`src/rtl/bmi_pkg.sv`:
```
package bmi_pkg;
   typedef enum logic [2:0] {
      ST_ID,
      ST_LEN_HI,
      ST_LEN_LO,
      ST_PAY,
      ST_DLY_HI,
      ST_DLY_LO,
      ST_WAIT,
      ST_STOP
   } bmi_state_t;

   localparam logic [7:0] MSG_END      = 8'h00;
   localparam logic [7:0] MSG_WRITE    = 8'h01;
   localparam logic [7:0] MSG_DELAY    = 8'h02;
   localparam logic [7:0] MSG_NOP      = 8'h03;
   localparam logic [7:0] MSG_MULTI    = 8'h04;
   localparam logic [7:0] MSG_FALLING  = 8'h05;
   localparam logic [7:0] MSG_END_WAIT = 8'h06;
endpackage

```
`src/rtl/bmi_down_counter.sv`:
```
module bmi_down_counter #(
   parameter int W = 16
) (
   input  logic         clk,
   input  logic         rst_n,
   input  logic         load,
   input  logic [W-1:0] load_val,
   input  logic         dec,
   output logic         is_one
);
   logic [W-1:0] cnt_q;

   always_ff @(posedge clk) begin
      if (!rst_n)
         cnt_q <= '0;
      else if (load)
         cnt_q <= load_val;
      else if (dec && cnt_q != '0)
         cnt_q <= cnt_q - 1'b1;
   end

   assign is_one = (cnt_q == W'(1));
endmodule

```
`src/rtl/bmi_pair_reg.sv`:
```
module bmi_pair_reg #(
   parameter int BYTE_W = 8
) (
   input  logic              clk,
   input  logic              rst_n,
   input  logic              take_hi,
   input  logic [BYTE_W-1:0] byte_in,
   output logic [2*BYTE_W-1:0] pair
);
   logic [BYTE_W-1:0] hi_q;

   always_ff @(posedge clk) begin
      if (!rst_n)
         hi_q <= '0;
      else if (take_hi)
         hi_q <= byte_in;
   end

   assign pair = {hi_q, byte_in};
endmodule

```
`src/rtl/bmi_flag_bank.sv`:
```
module bmi_flag_bank #(
   parameter int N = 5
) (
   input  logic         clk,
   input  logic         rst_n,
   input  logic [N-1:0] set,
   output logic [N-1:0] flags
);
   for (genvar i = 0; i < N; i++) begin : g_flag
      logic f_q;
      always_ff @(posedge clk) begin
         if (!rst_n)
            f_q <= 1'b0;
         else if (set[i])
            f_q <= 1'b1;
      end
      assign flags[i] = f_q;
   end
endmodule

```
`src/rtl/boot_msg_interp.sv`:
```
module boot_msg_interp
   import bmi_pkg::*;
#(
   parameter int BYTE_W     = 8,
   parameter int DELAY_UNIT = 4,
   parameter int MIN_LEN    = 3
) (
   input  logic              clk,
   input  logic              rst_n,
   input  logic [BYTE_W-1:0] in_byte,
   input  logic              in_valid,
   output logic              in_ready,
   output logic [BYTE_W-1:0] wr_byte,
   output logic              wr_valid,
   output logic              wr_start,
   output logic              wr_last,
   output logic              done,
   output logic              error,
   output logic              multi_wb,
   output logic              wb_falling,
   output logic              wb_armed
);
   localparam int LEN_W = 2 * BYTE_W;
   localparam int DLY_W = LEN_W + $clog2(DELAY_UNIT) + 1;
   localparam int F_DONE = 0, F_ERR = 1, F_MULTI = 2, F_FALL = 3, F_ARM = 4;
   localparam int NFLAG = 5;

   if (BYTE_W != 8) begin : g_chk_byte
      $error("BYTE_W must be 8");
   end
   if (DELAY_UNIT < 1) begin : g_chk_unit
      $error("DELAY_UNIT must be at least 1");
   end
   if (MIN_LEN < 1) begin : g_chk_len
      $error("MIN_LEN must be at least 1");
   end

   bmi_state_t state_q, state_d;
   logic accept;
   logic [LEN_W-1:0] pair;
   logic [DLY_W-1:0] dly_total;
   logic len_load, len_dec, len_one;
   logic dly_load, dly_dec, dly_one;
   logic first_q;
   logic [NFLAG-1:0] flag_set, flags;
   logic wr_valid_q, wr_start_q, wr_last_q;
   logic [BYTE_W-1:0] wr_byte_q;

   assign in_ready = (state_q != ST_WAIT) && (state_q != ST_STOP);
   assign accept   = in_valid && in_ready;

   bmi_pair_reg #(.BYTE_W(BYTE_W)) u_pair (
      .clk     (clk),
      .rst_n   (rst_n),
      .take_hi (accept && (state_q == ST_LEN_HI || state_q == ST_DLY_HI)),
      .byte_in (in_byte),
      .pair    (pair)
   );

   if (DELAY_UNIT == 1) begin : g_unit_one
      assign dly_total = DLY_W'(pair);
   end else begin : g_unit_mul
      assign dly_total = DLY_W'(pair) * DLY_W'(DELAY_UNIT);
   end

   assign len_load = accept && (state_q == ST_LEN_LO) && (pair >= LEN_W'(MIN_LEN));
   assign len_dec  = accept && (state_q == ST_PAY);

   bmi_down_counter #(.W(LEN_W)) u_len_cnt (
      .clk      (clk),
      .rst_n    (rst_n),
      .load     (len_load),
      .load_val (pair),
      .dec      (len_dec),
      .is_one   (len_one)
   );

   assign dly_load = accept && (state_q == ST_DLY_LO) && (dly_total != '0);
   assign dly_dec  = (state_q == ST_WAIT);

   bmi_down_counter #(.W(DLY_W)) u_dly_cnt (
      .clk      (clk),
      .rst_n    (rst_n),
      .load     (dly_load),
      .load_val (dly_total),
      .dec      (dly_dec),
      .is_one   (dly_one)
   );

   always_comb begin
      state_d  = state_q;
      flag_set = '0;
      case (state_q)
         ST_ID: if (accept) begin
            case (in_byte)
               MSG_END:      begin state_d = ST_STOP; flag_set[F_DONE] = 1'b1; end
               MSG_WRITE:    state_d = ST_LEN_HI;
               MSG_DELAY:    state_d = ST_DLY_HI;
               MSG_NOP:      state_d = ST_ID;
               MSG_MULTI:    flag_set[F_MULTI] = 1'b1;
               MSG_FALLING:  flag_set[F_FALL] = 1'b1;
               MSG_END_WAIT: begin
                  state_d = ST_STOP;
                  flag_set[F_DONE] = 1'b1;
                  flag_set[F_ARM]  = 1'b1;
               end
               default:      begin state_d = ST_STOP; flag_set[F_ERR] = 1'b1; end
            endcase
         end
         ST_LEN_HI: if (accept) state_d = ST_LEN_LO;
         ST_LEN_LO: if (accept) begin
            if (len_load) state_d = ST_PAY;
            else begin state_d = ST_STOP; flag_set[F_ERR] = 1'b1; end
         end
         ST_PAY:    if (accept && len_one) state_d = ST_ID;
         ST_DLY_HI: if (accept) state_d = ST_DLY_LO;
         ST_DLY_LO: if (accept) state_d = dly_load ? ST_WAIT : ST_ID;
         ST_WAIT:   if (dly_one) state_d = ST_ID;
         default:   state_d = ST_STOP;
      endcase
   end

   always_ff @(posedge clk) begin
      if (!rst_n) begin
         state_q    <= ST_ID;
         first_q    <= 1'b0;
         wr_valid_q <= 1'b0;
         wr_start_q <= 1'b0;
         wr_last_q  <= 1'b0;
         wr_byte_q  <= '0;
      end else begin
         state_q    <= state_d;
         wr_valid_q <= len_dec;
         wr_start_q <= len_dec && first_q;
         wr_last_q  <= len_dec && len_one;
         if (len_dec) wr_byte_q <= in_byte;
         if (len_load) first_q <= 1'b1;
         else if (len_dec) first_q <= 1'b0;
      end
   end

   bmi_flag_bank #(.N(NFLAG)) u_flags (
      .clk   (clk),
      .rst_n (rst_n),
      .set   (flag_set),
      .flags (flags)
   );

   assign wr_byte    = wr_byte_q;
   assign wr_valid   = wr_valid_q;
   assign wr_start   = wr_start_q;
   assign wr_last    = wr_last_q;
   assign done       = flags[F_DONE];
   assign error      = flags[F_ERR];
   assign multi_wb   = flags[F_MULTI];
   assign wb_falling = flags[F_FALL];
   assign wb_armed   = flags[F_ARM];
endmodule

```
`config.mk`:
```
export PLATFORM = sky130hd
export DESIGN_NAME = boot_msg_interp
export DESIGN_NICKNAME = d
export VERILOG_FILES = /design/src/rtl/bmi_pkg.sv /design/src/rtl/bmi_down_counter.sv /design/src/rtl/bmi_pair_reg.sv /design/src/rtl/bmi_flag_bank.sv /design/src/rtl/boot_msg_interp.sv
export SDC_FILE = /design/constraint.sdc
export NUM_CORES = 1
export LEC_CHECK = 0
export BUFFER_PORTS_ARGS = -buffer_cell sky130_fd_sc_hd__clkbuf_2
export CORE_UTILIZATION = 27
export DETAILED_ROUTE_END_ITERATION = 7
export MAX_ROUTING_LAYER = met4
export PLACE_DENSITY = 0.4
export SKIP_CTS_REPAIR_TIMING = 1
export SYNTH_ARGS = -nofsm -noshare
export SYNTH_HDL_FRONTEND = slang
export SYNTH_HIERARCHICAL = 1
export SYNTH_SLANG_ARGS = --single-unit
```
`constraint.sdc`:
```
create_clock -name clk -period 3.82 [get_ports clk]
set_clock_uncertainty 0.2 [all_clocks]
set_input_delay 0.191 -clock clk [delete_from_list [all_inputs] [get_ports clk]]
set_output_delay 0.191 -clock clk [all_outputs]
set_load 0.005 [all_outputs]
```
==> results of run 1 <==
## power by group through the flow
stage | sequential, mW | clock (mW) | combinational, mW
finish | 0.975 | 0.750 | 1.13
global route | 1.01 | 0.802 | 1.27
CTS | 0.974 | 0.773 | 1.14
detailed placement | 0.987 | 0 | 1.13
global placement | 0.983 | 0 | 1.13
floorplan | 0.907 | 0 | 0.954
## path summary, 6_finish.rpt
check                           to  slack (ns)  depth (start not counted)
min                     wr_byte[6]       0.002                          3
max            u_len_cnt/cnt_q[14]        0.80                          7
max reg2reg    u_len_cnt/cnt_q[14]        0.80                          7
min reg2reg  u_flags/g_flag[3].f_q        0.26                          1
## state kept, by name (all words and copies together) (netlist names), 3 cells and up
register            flops
state_q                 3
u_dly_cnt/cnt_q        19
u_flags/g_flag.f_q      5
u_len_cnt/cnt_q        16
u_pair/hi_q             8
wr_byte                 8
## cells in the mapped netlist (2+ instances only)
cell type  number
nand2_1        29
or4_1           8
inv_1          14
a211o_1         2
o41ai_1         2
buf_2           3
nand3_1         5
xnor2_1        12
nand4_1         5
nor3b_1         5
or4b_4          2
or2_1           2
nor4b_1         3
a21oi_1        35
o311a_1         3
buf_6           2
dfxtp_1        63
ha_1            4
xor2_1          5
a31oi_1         7
clkbuf_1       13
a211oi_1        5
or4_4           3
nor4_1         17
nor2b_1        11
o21a_1          6
or3_1           5
and4_1          2
and2_1          2
o31a_1          4
mux2i_1        11
and3_1          4
nor3_1         11
nor2_1         23
a21boi_0        4
nand3b_1        3
o21ai_0        36
nand2b_1        6
o31ai_1         3
buf_4          13
## routing by layer
layer  vias to the layer above  wire [um]
met5                         -          0
li1                       1549          -
met4                         0        138
met2                        67       4372
met3                        11        396
met1                      1464       4615
## worst register-to-register path, cell delays in order, from the launching register on
cell and delay, ns:
dfxtp_1 0.70, nand3_1 0.14, buf_4 0.22, inv_1 0.08
or4bb_1 0.48, or4b_4 0.56, or4_1 0.40, a31oi_1 0.16
## cell families after synthesis
| logic type | Yosys count | share of synthesized area |
|---|---|---|
| compound gates | 121 | 0.2219 |
| xor+xnor | 17 | 0.04238 |
| fa+ha+maj | 4 | 0.01425 |
| buf+inv | 46 | 0.06837 |
| flops | 63 | 0.3590 |
| mux | 12 | 0.03455 |
| other cells | 1 | 0.001067 |
| simple gates | 154 | 0.2585 |
## area by class of cell
type                       count  area (um2)  share of cell area
sequential                    63        1261              0.3152
clock buffer                  13       260.3             0.06504
tap                          172       215.2             0.05378
timing repair buffer          34       187.7             0.04690
multi-input combinational    311        2019              0.5047
inverter                      14       52.55             0.01313
clock inverter                 1       5.005            0.001251
## stage by stage
stage,hold WS (ns),utilization,setup WS (ns),std cells
after CTS,0.0009737,0.3158,0.8018,608
final,0.001874,0.3158,0.7989,608
after detailed placement,0.2549,0.2949,0.8170,594
after floorplan,0.1085,-,0.7235,420
after global placement,0.2459,0.2949,0.8527,594
after global routing,0.01774,0.3158,0.5739,608
==> results.ini, run 1 <==
[clock_network]
h-tree-depth=3
ctsRootBufferMaster=clkbuf_16
ctsLongestPathBuffers=2
clock-sinks=63
clock_latency_ns=0.33
cts_buffers=9
cts_tree=yes
path_clk_slew_ns=0.05

[grt]
grt_util_met3=0.03295
grt_pass1_wl_um=15810
gr-usage-met2=0.2425
grt_usage=0.1602
grt_antenna_before_repair=0
busiest_layer=met2
use_met1=0.2112
overflow=0
first_global_vias=2951
grt_max_degree=34

[route]
wire_per_inst_um=15.66
drc_errors=0
drt_wl_total_um=9522
drt_iter0_markers=137
via_count=3091
ant_nets=0
drt_pass1_iterations=4
vias_per_cell=5.084

[critical_path]
cpMaxStageDelayCell=dfxtp_1
crit_path_max_incr_delay_ns=0.70
crit_path_start_kind=register
critPathTopFamily=simple AND/OR/NAND/NOR gates
crit_required_ns=3.88
cp_num_buf_inv=2
crit_start=state_q[0]
crit_fanout=16
crit_chain=nand3_1 > buf_4 > inv_1 > or4bb_1 > or4b_4 > or4_1 > a31oi_1
critical_path_class=register to register
arrival_ns=3.08
r2r-start=state_q[0]
endpoint_kind=register

[power]
p_per_area_nw_per_um2=714.1
p_seq_frac=0.341
leakage_nw=1.407
combPwrFrac=0.396
irDropWorstVdd_v=0.0001712
p_sw_mw=1.135
p_clk_frac=0.262
swShare=0.3974
internal_power_mw=1.722
p_total_mw=2.857

[finish]
num-fill-cells=1363
mostFrequentLayoutCell=dfxtp_1
design_area_um2=4001
antenna_cells=0
final_layout_size_suffix_gt1_frac=0.1445
mostFrequentLayoutCells=dfxtp_1 (63), o21ai_0 (36), a21oi_1 (35), nand2_1 (29), clkbuf_2 (27)
area_growth_pct=13.89
nNetsFinal=448

[yosys]
synth_top_area_frac=0.3590
netlist_instances=418
synth_area_leaders=dfxtp_1 (36%), o21ai_0 (5.1%), a21oi_1 (5.0%), mux2i_1 (3.1%), nand2_1 (3.1%)
synth.distinct_cells=65
synth_area_per_cell_um2=8.405
synth-seq-cells=63
seq_area_frac_synth=0.3590
async_reset_ff_frac=0
yosys_warnings=6
synth_ff_type=dfxtp_1
syn-cell-area_um2=3513
synth_edf_count=0
netlist.top_cell.by_area=dfxtp_1

[sta]
fmax_mhz=331.0
maxSlewViolCount=0
tightest_slew_ns=0.8871
setup_viol=0
hold_violations=0
fin_crit_sh=0.7909
fin_crit_ns=3.021
slew_headroom=0.4064
rsz0062_at_grt=no
setup_tns_ns=0

[floorplan]
die_h_um=116.1
core_area_um2=12670
io_pins=28
dieArea_um2=13470
start_util=0.2773
die_w_um=116.1
rows=41

[worst_hold_path]
min-delay-start=in_byte[6]
hold_path.class=primary input to register

[placement]
portBuffers=27
placed_cell_area_um2=3736
dp_hpwl_um=6699
gp_congestion=0.7782

[run_status]
status=completed

[run]
drv_cap=0

Power figures use the tool's default switching activity.
==> run 2, diff against run 1 <==
==> constraint.sdc (replaced) <==
create_clock -name clk -period 3.1 [get_ports clk]
set_clock_uncertainty 0.2 [all_clocks]
set_input_delay 0.155 -clock clk [delete_from_list [all_inputs] [get_ports clk]]
set_output_delay 0.155 -clock clk [all_outputs]
set_load 0.005 [all_outputs]
==> results.ini, run 2 (synthesis results as in run 1) <==
[run_status]
status=complete, but fails checks
violations=negative hold slack

[finish]
nNetsFinal=461  ; +2.9%
layout.area.seq_um2=1261  ; unchanged
area_growth_pct=17.63
fin_util=0.3262  ; +0.01037
top_register=u_dly_cnt/cnt_q
antenna_cells=0  ; unchanged
mostFrequentLayoutCell=dfxtp_1
largest_register_ffs=19  ; unchanged
mostFrequentLayoutCells=dfxtp_1 (63), o21ai_0 (36), a21oi_1 (35), nand2_1 (29), clkbuf_2 (27)
multi_input_area_um2=2026  ; +0.31%
final_layout_size_suffix_gt1_frac=0.1689  ; +0.02439
num-fill-cells=1351  ; -0.88%
reg.largest.list=u_dly_cnt/cnt_q x19, u_len_cnt/cnt_q x16

[route]
drt_iter0_markers=138  ; +0.73%
met2WireLength_um=4481  ; +2.5%
vias_per_cell=5.055  ; -0.57%
ant_nets=0  ; unchanged
wl_met3_um=258  ; -35%
highest-signal-layer=met4
via_count=3144  ; +1.7%
wl_met1_um=4793  ; +3.9%
drt_pass1_iterations=4  ; unchanged
wire_per_inst_um=15.60  ; -0.36%
drc_errors=0  ; unchanged
drt_wl_total_um=9706  ; +1.9%

[clock_network]
clock_latency_ns=0.33  ; about the same
clock-sinks=63  ; unchanged
path_clk_slew_ns=0.05  ; about the same
ctsRootBufferMaster=clkbuf_16
h-tree-depth=3  ; unchanged
cts_tree=yes
cts_buffers=9  ; unchanged
ctsLongestPathBuffers=2  ; unchanged

[floorplan]
die_h_um=116.1  ; unchanged
io_pins=28  ; unchanged
die_w_um=116.1  ; unchanged
rows=41  ; unchanged
start_util=0.2773  ; unchanged
dieArea_um2=13470  ; unchanged
core_area_um2=12670  ; unchanged

[grt]
first_global_vias=3017  ; +2.2%
grt_usage=0.1621  ; +0.001976
grt_max_degree=45  ; +32%
grt_antenna_before_repair=0  ; unchanged
overflow=0  ; unchanged
grt_pass1_wl_um=16240  ; +2.7%

[worst_hold_path]
hold_depth=3  ; unchanged
hold_path.class=primary input to register
hold_end=wr_byte[7]
min-delay-start=in_byte[7]

[critical_path]
crit_start=u_dly_cnt/cnt_q[3]
crit_fanout=7  ; -9
critical_path_class=register to register
endpoint_kind=register
crit_required_ns=3.12  ; -0.76 ns
reg2reg_depth=7  ; unchanged
r2r-start=u_dly_cnt/cnt_q[3]
r2r_end=state_q[2]
crit_path_start_kind=register
arrival_ns=2.83  ; -0.25 ns
r2r_slack_ns=0.29  ; -0.51 ns

[sta]
fin_crit_sh=0.9067  ; +0.1159
rsz0062_at_grt=no
fin_crit_ns=2.811  ; -0.2102 ns
tightest_slew_ns=0.5877  ; -0.2994 ns
slew_headroom=0.6046  ; +0.1982
hold_violations=1  ; +1
fmax_mhz=355.8  ; +7.5%
fin_ws_ns=0.2891  ; -0.5098 ns
setup_viol=0  ; unchanged
maxSlewViolCount=0  ; unchanged
setup_tns_ns=0  ; unchanged
holdWs_ns=-0.01866  ; -0.02053 ns

[placement]
portBuffers=27  ; unchanged
dp_hpwl_um=6785  ; +1.3%
post-place-ws_ns=0.1704  ; -0.6465 ns
gp_congestion=0.7885  ; +1.3%

[power]
leakage_nw=1.483  ; +5.4%
p_per_area_nw_per_um2=878.5  ; +23%
irDropWorstVdd_v=0.0002993  ; +75%

[run]
drv_cap=0  ; unchanged

## run 2: critical path, stage by stage, from the launching register on
cell and delay, ns:
dfxtp_1 0.37, or4_1 0.58, or4_4 0.60, nor4_2 0.29
a21oi_1 0.12, a21oi_1 0.12, o21ai_0 0.09, o311a_1 0.32
## run 2: final cells by class
type / instances / area share
Tap cell: 172 / 0.05207
Sequential cell: 63 / 0.3052
Clock buffer: 15 / 0.06721
Multi-Input combinational cell: 311 / 0.4902
Timing Repair Buffer: 47 / 0.07266
Inverter: 14 / 0.01272
## run 2: how the worst max path moves through the flow
stage,endpoint,slack [ns],cells past startpoint
floorplan,u_len_cnt/cnt_q[14],0.04,9
global placement,state_q[2],0.18,7
detailed placement,state_q[2],0.17,7
CTS,state_q[2],0.16,7
global route,state_q[2],0.12,7
finish,state_q[2],0.29,7
## run 2: per-layer routing
metal / GRT usage / vias up
met4: 0.07009 / 0
met1: 0.2170 / 1496
met2: 0.2417 / 48
li1: - / 1587
met3: 0.02406 / 13
met5: - / -
## run 2: report_power, final
part | internal (mW) | switching, mW
clock | 0.603 | 0.345
combinational | 0.647 | 0.892
sequential | 0.969 | 0.174
total | 2.22 | 1.41
## run 2: through the flow
step                hold slack, ns  power [mW]  instance area, um2  cells
CTS                       -0.03246       3.660                4116    621
detailed placement          0.2526       2.687                3839    606
finish                    -0.01866       3.631                4133    622
global route             0.0003932       3.914                4133    622
global placement            0.2459       2.695                3839    606
floorplan                  0.07250       2.293                3521    420
